`config.mk`:
```
export PLATFORM = sky130hd
export DESIGN_NAME = uart_rx_fc
export DESIGN_NICKNAME = d
export VERILOG_FILES = /design/src/rtl/uart_rx_pkg.sv /design/src/rtl/uart_rx_frame.sv /design/src/rtl/uart_rx_fifo.sv /design/src/rtl/uart_rx_fc.sv
export SDC_FILE = /design/constraint.sdc
export NUM_CORES = 1
export LEC_CHECK = 0
export BUFFER_PORTS_ARGS = -buffer_cell sky130_fd_sc_hd__buf_2
export CAP_MARGIN = 20
export CELL_PAD_IN_SITES_DETAIL_PLACEMENT = 0
export CELL_PAD_IN_SITES_GLOBAL_PLACEMENT = 1
export CORE_MARGIN = 2
export CORE_UTILIZATION = 30
export DETAILED_ROUTE_END_ITERATION = 12
export GPL_TIMING_DRIVEN = 1
export PLACE_DENSITY = 0.47
export SLEW_MARGIN = 30
export SYNTH_ARGS = -nofsm -noshare
export SYNTH_HDL_FRONTEND = slang
export SYNTH_HIERARCHICAL = 1
export SYNTH_SLANG_ARGS = --single-unit
```
`constraint.sdc`:
```
create_clock -name clk_i -period 4.5 [get_ports clk_i]
set_input_delay 0.675 -clock clk_i [delete_from_list [all_inputs] [get_ports clk_i]]
set_output_delay 0.675 -clock clk_i [all_outputs]
set_load 0.01 [all_outputs]
```
`src/rtl/uart_rx_pkg.sv`:
```
package uart_rx_pkg;
  parameter int unsigned DATA_W = 8;

  typedef struct packed {
    logic              perr;
    logic              ferr;
    logic [DATA_W-1:0] data;
  } rx_entry_t;

  typedef enum logic [2:0] {
    S_IDLE,
    S_START,
    S_DATA,
    S_PAR,
    S_STOP
  } rx_state_e;
endpackage

```
`src/rtl/uart_rx_frame.sv`:
```
module uart_rx_frame
  import uart_rx_pkg::*;
(
  input  logic      clk_i,
  input  logic      rst_ni,
  input  logic      rxd_i,
  input  logic      tick16_i,
  input  logic      rxclk_i,
  input  logic      mode_1x_i,
  input  logic      par_en_i,
  input  logic      par_odd_i,
  output logic      push_o,
  output rx_entry_t entry_o
);
  localparam int unsigned BW    = (DATA_W > 1) ? $clog2(DATA_W) : 1;
  localparam int unsigned OS    = 16;
  localparam int unsigned CW    = $clog2(OS);
  localparam logic [CW-1:0] MID  = CW'(OS / 2 - 1);
  localparam logic [CW-1:0] LAST = CW'(OS - 1);

  logic [1:0]        rxd_q;
  logic [2:0]        rclk_q;
  rx_state_e         state_q;
  logic [CW-1:0]     cnt_q;
  logic [BW-1:0]     bidx_q;
  logic [DATA_W-1:0] shift_q;
  logic              pbit_q;
  logic              push_q;
  rx_entry_t         entry_q;

  logic          rxd_s, rise, strobe, samp;
  logic [CW-1:0] lim;

  // two-flop synchronizers; clock gets a third stage for edge detection
  always_ff @(posedge clk_i or negedge rst_ni) begin
    if (!rst_ni) begin
      rxd_q  <= 2'b11;
      rclk_q <= 3'b000;
    end else begin
      rxd_q  <= {rxd_q[0], rxd_i};
      rclk_q <= {rclk_q[1:0], rxclk_i};
    end
  end

  assign rxd_s  = rxd_q[1];
  assign rise   = rclk_q[1] & ~rclk_q[2];
  assign strobe = mode_1x_i ? rise : tick16_i;
  assign lim    = (state_q == S_START) ? MID : LAST;
  assign samp   = strobe && (mode_1x_i || cnt_q == lim);

  always_ff @(posedge clk_i or negedge rst_ni) begin
    if (!rst_ni) begin
      state_q <= S_IDLE;
      cnt_q   <= '0;
      bidx_q  <= '0;
      shift_q <= '0;
      pbit_q  <= 1'b0;
      push_q  <= 1'b0;
      entry_q <= '0;
    end else begin
      push_q <= 1'b0;
      if (state_q == S_IDLE) begin
        if (strobe && !rxd_s) begin
          cnt_q   <= '0;
          bidx_q  <= '0;
          state_q <= mode_1x_i ? S_DATA : S_START;
        end
      end else begin
        if (strobe) cnt_q <= (cnt_q == lim) ? '0 : cnt_q + 1'b1;
        if (samp) begin
          unique case (state_q)
            S_START: state_q <= rxd_s ? S_IDLE : S_DATA;
            S_DATA: begin
              shift_q <= {rxd_s, shift_q[DATA_W-1:1]};
              if (bidx_q == BW'(DATA_W - 1)) state_q <= par_en_i ? S_PAR : S_STOP;
              else bidx_q <= bidx_q + 1'b1;
            end
            S_PAR: begin
              pbit_q  <= rxd_s;
              state_q <= S_STOP;
            end
            S_STOP: begin
              push_q        <= 1'b1;
              entry_q.data  <= shift_q;
              entry_q.ferr  <= ~rxd_s;
              entry_q.perr  <= par_en_i & (^shift_q ^ pbit_q ^ par_odd_i);
              state_q       <= S_IDLE;
            end
            default: state_q <= S_IDLE;
          endcase
        end
      end
    end
  end

  assign push_o  = push_q;
  assign entry_o = entry_q;
endmodule

```
`src/rtl/uart_rx_fifo.sv`:
```
module uart_rx_fifo
  import uart_rx_pkg::*;
#(
  parameter int unsigned DEPTH = 4
) (
  input  logic                       clk_i,
  input  logic                       rst_ni,
  input  logic                       push_i,
  input  rx_entry_t                  entry_i,
  input  logic                       pop_i,
  output rx_entry_t                  head_o,
  output logic                       valid_o,
  output logic                       full_o,
  output logic                       ovr_o,
  output logic [$clog2(DEPTH+1)-1:0] level_o
);
  localparam int unsigned AW = (DEPTH > 1) ? $clog2(DEPTH) : 1;
  localparam int unsigned LW = $clog2(DEPTH + 1);

  rx_entry_t     mem_q [DEPTH];
  logic [AW-1:0] wptr_q, rptr_q;
  logic [LW-1:0] level_q;
  logic          pop_ok, push_ok;

  function automatic logic [AW-1:0] nxt(input logic [AW-1:0] p);
    return (p == AW'(DEPTH - 1)) ? '0 : p + 1'b1;
  endfunction

  assign valid_o = (level_q != '0);
  assign full_o  = (level_q == LW'(DEPTH));
  assign pop_ok  = pop_i && valid_o;
  // a simultaneous read frees the slot the incoming entry needs
  assign push_ok = push_i && (!full_o || pop_ok);
  assign ovr_o   = push_i && full_o && !pop_ok;

  always_ff @(posedge clk_i) begin
    if (push_ok) mem_q[wptr_q] <= entry_i;
  end

  always_ff @(posedge clk_i or negedge rst_ni) begin
    if (!rst_ni) begin
      wptr_q  <= '0;
      rptr_q  <= '0;
      level_q <= '0;
    end else begin
      if (push_ok) wptr_q <= nxt(wptr_q);
      if (pop_ok)  rptr_q <= nxt(rptr_q);
      if (push_ok && !pop_ok)      level_q <= level_q + 1'b1;
      else if (pop_ok && !push_ok) level_q <= level_q - 1'b1;
    end
  end

  assign head_o  = mem_q[rptr_q];
  assign level_o = level_q;
endmodule

```
`src/rtl/uart_rx_fc.sv`:
```
module uart_rx_fc
  import uart_rx_pkg::*;
#(
  parameter int unsigned DEPTH = 4
) (
  input  logic              clk_i,
  input  logic              rst_ni,
  input  logic              rxd_i,
  input  logic              tick16_i,
  input  logic              rxclk_i,
  input  logic              mode_1x_i,
  input  logic              par_en_i,
  input  logic              par_odd_i,
  input  logic              flow_en_i,
  input  logic              stat_sel_i,
  input  logic              rd_i,
  input  logic              ovr_clr_i,
  output logic              rd_valid_o,
  output logic [DATA_W-1:0] rd_data_o,
  output logic              rd_perr_o,
  output logic              rd_ferr_o,
  output logic              stat_no,
  output logic              rts_no,
  output logic              ovr_o
);
  localparam int unsigned LW = $clog2(DEPTH + 1);

  logic          push, fifo_full, ovr_evt, ovr_q;
  rx_entry_t     rx_entry, head;
  logic [LW-1:0] fifo_level;

  uart_rx_frame u_frame (
    .clk_i     (clk_i),
    .rst_ni    (rst_ni),
    .rxd_i     (rxd_i),
    .tick16_i  (tick16_i),
    .rxclk_i   (rxclk_i),
    .mode_1x_i (mode_1x_i),
    .par_en_i  (par_en_i),
    .par_odd_i (par_odd_i),
    .push_o    (push),
    .entry_o   (rx_entry)
  );

  uart_rx_fifo #(.DEPTH(DEPTH)) u_fifo (
    .clk_i   (clk_i),
    .rst_ni  (rst_ni),
    .push_i  (push),
    .entry_i (rx_entry),
    .pop_i   (rd_i),
    .head_o  (head),
    .valid_o (rd_valid_o),
    .full_o  (fifo_full),
    .ovr_o   (ovr_evt),
    .level_o (fifo_level)
  );

  // set wins over clear
  always_ff @(posedge clk_i or negedge rst_ni) begin
    if (!rst_ni)        ovr_q <= 1'b0;
    else if (ovr_evt)   ovr_q <= 1'b1;
    else if (ovr_clr_i) ovr_q <= 1'b0;
  end

  assign ovr_o     = ovr_q;
  assign rd_data_o = head.data;
  assign rd_perr_o = head.perr;
  assign rd_ferr_o = head.ferr;
  assign rts_no    = flow_en_i & fifo_full;
  assign stat_no   = ~(stat_sel_i ? fifo_full : rd_valid_o);
endmodule

```
==> flow_summary.toml, run 1 <==
[run_status]
status = "complete, no violations"

[synth]
synth_nets = 253
syn_avg_cell_area_um2 = 15.9
synth_warnings = 6
synth-edff-count = 40
ys_ff_latch = 83
syn_area_um2 = 3670
synthCells = 231
postSynth.asyncResetShare = 0.518
synth_flop_cell = "dfrtp_1"
yosysUniqueCellTypes = 50
ys_seq_area_frac = 0.622

[worst_setup_path]
crit_required_ns = 3.83
worstPathCellList = "mux4_2 -> buf_2"
worstPathArrival_ns = 1.87
path_delay_family = "flip-flops"
startpoint_type = "flip-flop"
cp-end-kind = "output port"
path_class = "flip-flop to output port"
crit_buf_inv = 1
cp.depth = 2
cp_max_fo = 13
critPathSlowestCell = "dfrtp_1"
ff2ff_path_depth = 8
critPathMaxStageDelay_ns = 0.80

[cts]
cts-root-buf = "clkbuf_16"
cts_buffer_depth = 2
cts.sinks = 83
cts_tree = "done"
post_cts_buffers = 0
cts_hold_buf = 0
path_clk_slew_ns = 0.06
htree_levels = 3
clkLatencyLatePin_ns = 0.34
cts_buffers = 9
cts_resized = 0

[detailed_routing]
drt_drc_violations_left = 0
viasPerCell = 4.61
vias = 1900
ant_nets = 0
drtIter0Drc = 65
wl_per_cell_um = 15.3
dr.pass1.iters = 4
wl_um = 6320

[global_route]
grt_use_total = 0.110
antenna_found_initial = 0
grt_max_degree = 44
grt_pass1_vias = 1874
grt_pass1_wl_um = 10500
gr-total-overflow = 0

[cells_and_area]
final_cell_area_um2 = 4210
layout.nets = 282
multiInputGateArea_um2 = 1320
fin_util = 0.352
final_cells = 412
fill_cells = 1150
seq_area_um2 = 2280
area_growth_pct = 14.8
num_antenna_cells = 0
drive_gt1_frac = 0.325

[timing]
report.final.slew_viol_count = 0
setup_tns_ns = 0
rsz0062_at_grt = "no"
fin_crit_sh = 0.566
worst_pin_slew_ns = 0.832
max_slew_margin = 0.444
period_needed_ns = 2.55
fin_skew_ns = 0.00603
hold_viol = 0
clock.fmax_mhz = 393
finalSetupViolations = 0

[floorplan]
placement_rows = 40
start_util = 0.306
floorplan.die.height_um = 115
pin_count = 26
dieWidth_um = 115
die_area_um2 = 13100
core_area_um2 = 12000

[place]
placed_cell_area_um2 = 3940
dp_hpwl_um = 4130
placement.io_buffers = 25
place_inst = 396
globalplace.congestion = 0.669

[power]
power_switching_w = 0.000741
p_sw_frac = 0.308
power.internal_w = 0.00167
leakage_nw = 1.73
pwr-share-seq = 0.461
p_comb_frac = 0.260
power_density_nw_per_um2 = 572
power.total_w = 0.00241
peakVddDrop_uv = 285
pwr-share-clk = 0.279

[hold_path]
worstHoldPathType = "input pin to async pin"

[flow_run]
timing.max_cap.violations = 0
==> through the flow <==
stage | hold slack (ns) | worst slack [ns]
finish | 0.341 | 1.95
detailed placement | 0.337 | 2.25
global route | 0.359 | 1.77
global placement | 0.338 | 2.28
floorplan | 0.331 | 2.37
CTS | 0.356 | 1.88
==> worst reg2reg max path, delay by kind of cell (launching register included) <==
family | cells | cell delay, ns
AND/OR/NAND/NOR | 3 | 0.79
XOR/XNOR | 2 | 0.29
buffers and inverters | 1 | 0.06
adder cells (fa/ha/maj) | 2 | 0.57
flip-flops | 1 | 0.43
==> synth_stat cells (4+ instances only) <==
| library cell | number | share of area |
|---|---|---|
| dfrtp_1 | 41 | 0.28 |
| edfxtp_1 | 40 | 0.33 |
| mux2_4 | 16 | 0.066 |
| mux4_2 | 10 | 0.061 |
| xnor2_1 | 10 | 0.024 |
| ha_1 | 9 | 0.031 |
| nand2_1 | 9 | 0.0092 |
| inv_1 | 8 | 0.0082 |
| nor2_1 | 6 | 0.0061 |
| buf_2 | 5 | 0.0068 |
| mux2_1 | 5 | 0.015 |
| mux2_2 | 5 | 0.015 |
| a21oi_1 | 4 | 0.0055 |
| and2_2 | 4 | 0.0082 |
| nor3_1 | 4 | 0.0055 |
| o21ai_0 | 4 | 0.0055 |
==> layout by cell type (no fill, tap or decap), drive strengths merged, types with 7 or more instances in the layout <==
cell type	n
inv	9
clkbuf	11
ha	9
edfxtp	40
mux4	10
buf	25
nand2	11
and2	7
nor2	7
xnor2	10
dfrtp	41
mux2	26
o21ai	7
==> sequential cells by signal, indices dropped and copies added, names as in the netlist <==
name             cells
u_frame/entry_o     10
u_frame/shift_q      8
u_fifo/mem_q        40
u_frame/bidx_q       3
u_fifo/wptr_q        2
ovr_o                1
u_fifo/level_o       3
u_frame/rxd_q        2
u_frame/cnt_q        4
u_frame/state_q      3
u_fifo/rptr_q        2
u_frame/pbit_q       1
u_frame/rclk_q       3
u_frame/push_o       1
==> power groups by stage <==
stage | Clock, W | Combinational [W] | Sequential [W]
after floorplan | 0 | 0.000579 | 0.00102
after global placement | 0 | 0.000631 | 0.00113
after detailed placement | 0 | 0.000635 | 0.00113
after CTS | 0.000701 | 0.000636 | 0.00112
after global routing | 0.000738 | 0.000697 | 0.00114
final | 0.000672 | 0.000625 | 0.00111
==> per-layer routing <==
layer | GRT usage | vias up | part of all wire
met4 | 0.0439 | 0 | 0.015
met2 | 0.164 | 32 | 0.46
li1 | - | 906 | -
met3 | 0.0439 | 7 | 0.047
met5 | 0 | - | 0
met1 | 0.142 | 955 | 0.48
==> kinds of logic after synthesis <==
logic type / count (synthesis) / synth area share
muxes: 39 / 0.166
xor gates and xnor gates: 13 / 0.0311
buffers and inverters: 15 / 0.0191
adders and majority gates: 10 / 0.0362
and+or+nand+nor: 47 / 0.0775
DFF: 83 / 0.622
AOI/OAI and AO/OA: 24 / 0.0485
==> area by class of cell <==
type / instances / area share
clock buffers: 11 / 0.0553
multi-input cells: 133 / 0.313
repair buffers: 25 / 0.0303
clock inverters: 5 / 0.00922
inverters: 8 / 0.00713
well taps: 147 / 0.0437
flip-flops and latches: 83 / 0.542
==> path summary, 6_finish.rpt <==
path | to | from | slack [ns]
min reg2reg | u_frame/rclk_q[1] | u_frame/rclk_q[0] | 0.35
min in group clk_i | u_frame/rclk_q[1] | u_frame/rclk_q[0] | 0.35
max in group asynchronous | ovr_o | rst_ni | 3.76
min | u_frame/state_q[2] | rst_ni | 0.34
max reg2reg | u_fifo/level_o[2] | u_fifo/level_o[0] | 2.29
max | rd_ferr_o | u_fifo/rptr_q[0] | 1.95
(Power assumes the default switching activity.)
==> run 2: changes to the inputs <==
ABC_AREA = 1   (was default)
PLACE_DENSITY = 0.52   (was 0.47)
clock period = 2.25 ns   (was 4.5 ns; I/O delays follow)
==> flow_summary.toml, run 2 <==
[worst_setup_path]
path_class = "flip-flop to output port"
cp_max_fo = 40
crit_start = "u_fifo/rptr_q[0]"
ff2ff_path_depth = 9
r2r_end = "u_fifo/level_o[1]"
crit_required_ns = 1.91
worstReg2RegStart = "u_fifo/level_o[0]"
cp-end-kind = "output port"
startpoint_type = "flip-flop"
worstPathArrival_ns = 1.54
r2r_slack_ns = 0.39

[synth]
synth_xor_area_frac = 0.00688
ys_seq_area_frac = 0.597
synth_flop_cell = "dfrtp_1"
synth_warnings = 6
postSynth.asyncResetShare = 0.518
yosys.area_share.simple = 0.177
synth.top_cell.area_share = 0.315
syn_avg_cell_area_um2 = 9.97
synth_top_area_cell = "edfxtp_1"
synth_most_common_cell = "nand2_1"
synth.area.mux_share = 0
synthTopCellsByArea = "edfxtp_1 (31%), dfrtp_1 (27%), nand2_1 (10%)"
synth-compound-area-share = 0.102
ys_ff_latch = 83
synth-edff-count = 40
synthAdderAreaFrac = 0.0347
syn_area_um2 = 3820
synth_nets = 405
synth_top_family_by_area = "simple AND/OR/NAND/NOR gates"
ys_top_cells_by_count = "nand2_1 (103), inv_1 (60), dfrtp_1 (41)"
synthCells = 383
yosysUniqueCellTypes = 34

[power]
power_density_nw_per_um2 = 1210
pwr-share-clk = 0.290
power.internal_w = 0.00351
peakVddDrop_uv = 322
leakage_nw = 2.04
power_switching_w = 0.00191
pwr-share-seq = 0.403
power.total_w = 0.00541
p_comb_frac = 0.307
p_sw_frac = 0.353

[cells_and_area]
largest_register = "u_fifo/mem_q"
area_growth_pct = 16.9
layout.nets = 440
mostFrequentLayoutCell = "nand2_1"
final_cell_mix = "nand2_1 (103), inv_1 (60), dfrtp_1 (41), edfxtp_1 (40), buf_2 (25)"
final_cell_area_um2 = 4460
final_cells = 595
drive_gt1_frac = 0.173
fin_util = 0.356
fill_cells = 1312
num_antenna_cells = 0
largest_reg_flops = 40

[place]
place_inst = 579
globalplace.congestion = 0.709
placed_cell_area_um2 = 4140
placement.io_buffers = 25
dp_hpwl_um = 4810

[timing]
fin_skew_ns = 0.00825
clock.fmax_mhz = 533
rsz0062_at_grt = "no"
finalSetupViolations = 0
fin_crit_sh = 0.834
worst_pin_slew_ns = 0.566
setup_tns_ns = 0
max_slew_margin = 0.623
report.final.slew_viol_count = 0
hold_viol = 0
period_needed_ns = 1.88

[floorplan]
placement_rows = 41
start_util = 0.305
floorplan.die.height_um = 117
pin_count = 26
die_area_um2 = 13600
core_area_um2 = 12500
dieWidth_um = 117

[cts]
post_cts_buffers = 0
cts_tree = "done"
htree_levels = 3
cts_buffer_depth = 2
clkLatencyLatePin_ns = 0.34
cts_resized = 0
cts_buffers = 9
cts-root-buf = "clkbuf_16"
path_clk_slew_ns = 0.06
cts_hold_buf = 0
cts.sinks = 83

[detailed_routing]
dr.pass1.iters = 4
wl_um = 7000
ant_nets = 0
viasPerCell = 4.29
drtIter0Drc = 104
vias = 2554
drt_drc_violations_left = 0
wl_per_cell_um = 11.8

[hold_path]
worstHoldPathType = "input pin to async pin"

[flow_run]
timing.max_cap.violations = 0

[global_route]
grt_pass1_vias = 2314
antenna_found_initial = 0
grt_max_degree = 44
gr-total-overflow = 0
grt_use_total = 0.114
grt_pass1_wl_um = 11600

[run_status]
status = "complete, no violations"
==> run 2: changes by cell type after synthesis, moves of 11 or more <==
| cell | change |
|---|---|
| inv_1 | +52 |
| o21ai_0 | +19 |
| nand2_1 | +94 |
| mux2_4 | -16 |
| nand3_1 | +11 |
| o21ai_1 | +13 |
==> run 2: how the worst max path moves through the flow <==
stage / slack [ns] / end / depth (start not counted)
finish: 0.37 / rd_ferr_o / 5
detailed placement: 0.39 / u_fifo/level_o[1] / 9
floorplan: 0.48 / u_fifo/level_o[2] / 10
global placement: 0.43 / u_fifo/level_o[1] / 9
global route: 0.18 / rd_ferr_o / 5
CTS: 0.34 / rd_ferr_o / 5
==> run 2: critical path, cell delays in order (launching register included) <==
cell	delay, ns
dfrtp_1	0.40
buf_4	0.36
a21oi_1	0.11
o21ai_0	0.10
nand2_1	0.08
buf_2	0.14
==> run 2: logic make-up after synthesis <==
kind of cell | count (synthesis)
buffers and inverters | 72
XOR/XNOR | 3
AO/OA/AOI/OAI | 67
AND/OR/NAND/NOR | 148
adder cells (fa/ha/maj) | 10
flip-flops | 83
==> run 2: layout make-up <==
class / count / area, um2 / share of cell area
Sequential cell: 83 / 2280 / 0.511
Inverter: 63 / 239 / 0.0536
Tap cell: 172 / 215 / 0.0482
Timing Repair Buffer: 33 / 185 / 0.0415
Multi-Input combinational cell: 228 / 1220 / 0.274
Clock buffer: 10 / 229 / 0.0513
Clock inverter: 6 / 90.1 / 0.0202
==> run 2: per-layer routing <==
metal / wire length (um) / share of wire / global-route usage
met5: 0 / 0 / 0
met4: 189 / 0.027 / 0.0682
met3: 277 / 0.040 / 0.0252
met2: 3170 / 0.45 / 0.177
met1: 3360 / 0.48 / 0.148
==> run 2: power groups by stage <==
| stage | logic [W] | registers [W] | clock network [W] |
|---|---|---|---|
| 6_report | 0.00166 | 0.00218 | 0.00157 |
| 5_1_grt | 0.00194 | 0.00223 | 0.00168 |
| 4_1_cts | 0.00170 | 0.00219 | 0.00163 |
| 3_5_place_dp | 0.00169 | 0.00222 | 0 |
| 3_3_place_gp | 0.00167 | 0.00220 | 0 |
| 2_1_floorplan | 0.00134 | 0.00213 | 0 |
==> run 2: stage by stage <==
stage               worst slack [ns]  hold WS (ns)
floorplan                      0.483        0.0419
global placement               0.426         0.345
detailed placement             0.391         0.343
CTS                            0.338        0.0726
global route                   0.180        0.0809
finish                         0.374        0.0759
==> run 3: changes to the inputs <==
PLACE_DENSITY = 0.5   (was 0.52)
clock period = 1.9 ns   (was 2.25 ns; I/O delays follow)
==> flow_summary.toml, run 3 (synthesis gave the netlist of run 2 again) <==
[worst_setup_path]
cp-end-kind = "output port"
startpoint_type = "flip-flop"
worstPathCellList = "buf_4 -> nor3_1 -> inv_1 -> nand2_1 -> nand2_1 -> buf_2"
crit_required_ns = 1.62
path_class = "flip-flop to output port"
path_delay_family = "flip-flops"
critPathSlowestCell = "dfrtp_1"
cp_common_cell = "nand2_1"
critPathMaxStageDelay_ns = 0.40
worstPathArrival_ns = 1.45
cp_max_fo = 3
crit_buf_inv = 3

[floorplan]
floorplan.die.height_um = 117
pin_count = 26
dieWidth_um = 117
die_area_um2 = 13600
placement_rows = 41
core_area_um2 = 12500
start_util = 0.305

[run_status]
status = "complete, no violations"

[hold_path]
worstHoldPathType = "input pin to flip-flop"

[detailed_routing]
dr.pass1.iters = 4
wl_per_cell_um = 11.5
viasPerCell = 4.19
drt_drc_violations_left = 0
wl_um = 6900
ant_nets = 0
vias = 2515
drtIter0Drc = 115

[global_route]
grt_max_degree = 44
antenna_found_initial = 0
grt_pass1_wl_um = 11800
use_met2 = 0.174
use_met1 = 0.157
grt_pass1_vias = 2379
grt_use_total = 0.115
top_usage_layer = "met2"
gr-total-overflow = 0
met3_usage = 0.0221

[cells_and_area]
multiInputGateArea_um2 = 1240
seq_area_um2 = 2280
area_growth_pct = 17.4
mostFrequentLayoutCell = "nand2_1"
largest_register = "u_fifo/mem_q"
fill_cells = 1296
num_antenna_cells = 0
drive_gt1_frac = 0.187
largest_reg_flops = 40
layout.nets = 445
final_cells = 600
final_cell_mix = "nand2_1 (102), inv_1 (60), dfrtp_1 (40), edfxtp_1 (40), buf_2 (25)"

[power]
leakage_nw = 2.04
power_density_nw_per_um2 = 1390
peakVddDrop_uv = 408

[timing]
setup_tns_ns = 0
fin_crit_sh = 0.911
period_needed_ns = 1.73
report.final.slew_viol_count = 0
finalSetupViolations = 0
rsz0062_at_grt = "no"
clock.fmax_mhz = 578
max_slew_margin = 0.637
worst_pin_slew_ns = 0.545
fin_skew_ns = 0.00474
hold_viol = 0

[cts]
cts_buffer_depth = 2
cts_tree = "done"
cts_buffers = 9
clkLatencyLatePin_ns = 0.33
path_clk_slew_ns = 0.06
htree_levels = 3
cts-root-buf = "clkbuf_16"
cts.sinks = 83

[place]
placement.io_buffers = 25
globalplace.congestion = 0.729
place_inst = 582
dp_hpwl_um = 4680

[flow_run]
timing.max_cap.violations = 0
## run 3: per-layer routing
layer / vias to the layer above / share of wire
met2: 33 / 0.44
met1: 1152 / 0.51
met3: 9 / 0.027
li1: 1321 / -
met4: 0 / 0.022
met5: - / 0
## run 3: report_power, final
group	leakage (nW)	internal, W	switching [W]
sequential	0.927	0.00225	0.000294
clock	0.122	0.000890	0.000708
combinational	0.989	0.000819	0.00127
total	2.04	0.00396	0.00228
## run 3: area by class of cell
| cell class | count | area share |
|---|---|---|
| well taps | 172 | 0.0480 |
| clock buffers | 11 | 0.0519 |
| flip-flops and latches | 83 | 0.509 |
| inverters | 63 | 0.0533 |
| repair buffers | 38 | 0.0530 |
| clock inverters | 5 | 0.00893 |
| multi-input cells | 228 | 0.276 |
## run 3: repair_timing
action,4_1_cts,5_1_grt
resized for setup,0,5
setup endpoints to repair,0,1
hold buffers,1,0
endpoints found under the hold margin,20,0
buffers inserted,0,1
## run 3: metrics by stage
step | setup slack, ns | utilization | hold slack, ns | power [W] | area [um2]
floorplan | 0.133 | - | -0.0106 | 0.00411 | 3820
global route | 0.0112 | 0.358 | 0.0308 | 0.00681 | 4480
CTS | 0.0504 | 0.356 | 0.0331 | 0.00630 | 4460
finish | 0.169 | 0.358 | 0.0475 | 0.00624 | 4480
global placement | 0.125 | 0.334 | 0.308 | 0.00464 | 4180
detailed placement | 0.0561 | 0.334 | 0.313 | 0.00467 | 4180
## run 3: final timing paths
| path | slack [ns] | cells after the start | endpoint | startpoint |
|---|---|---|---|---|
| max in group asynchronous | 0.79 | 3 | u_frame/rxd_q[1] | rst_ni |
| max | 0.17 | 6 | stat_no | u_fifo/level_o[0] |
| max reg2reg | 0.18 | 9 | u_fifo/level_o[1] | u_fifo/level_o[1] |
| min reg2reg | 0.35 | 0 | u_frame/rclk_q[1] | u_frame/rclk_q[0] |
| min in group asynchronous | 0.47 | 2 | u_frame/shift_q[0] | rst_ni |
| min | 0.05 | 1 | u_frame/rxd_q[0] | rxd_i |
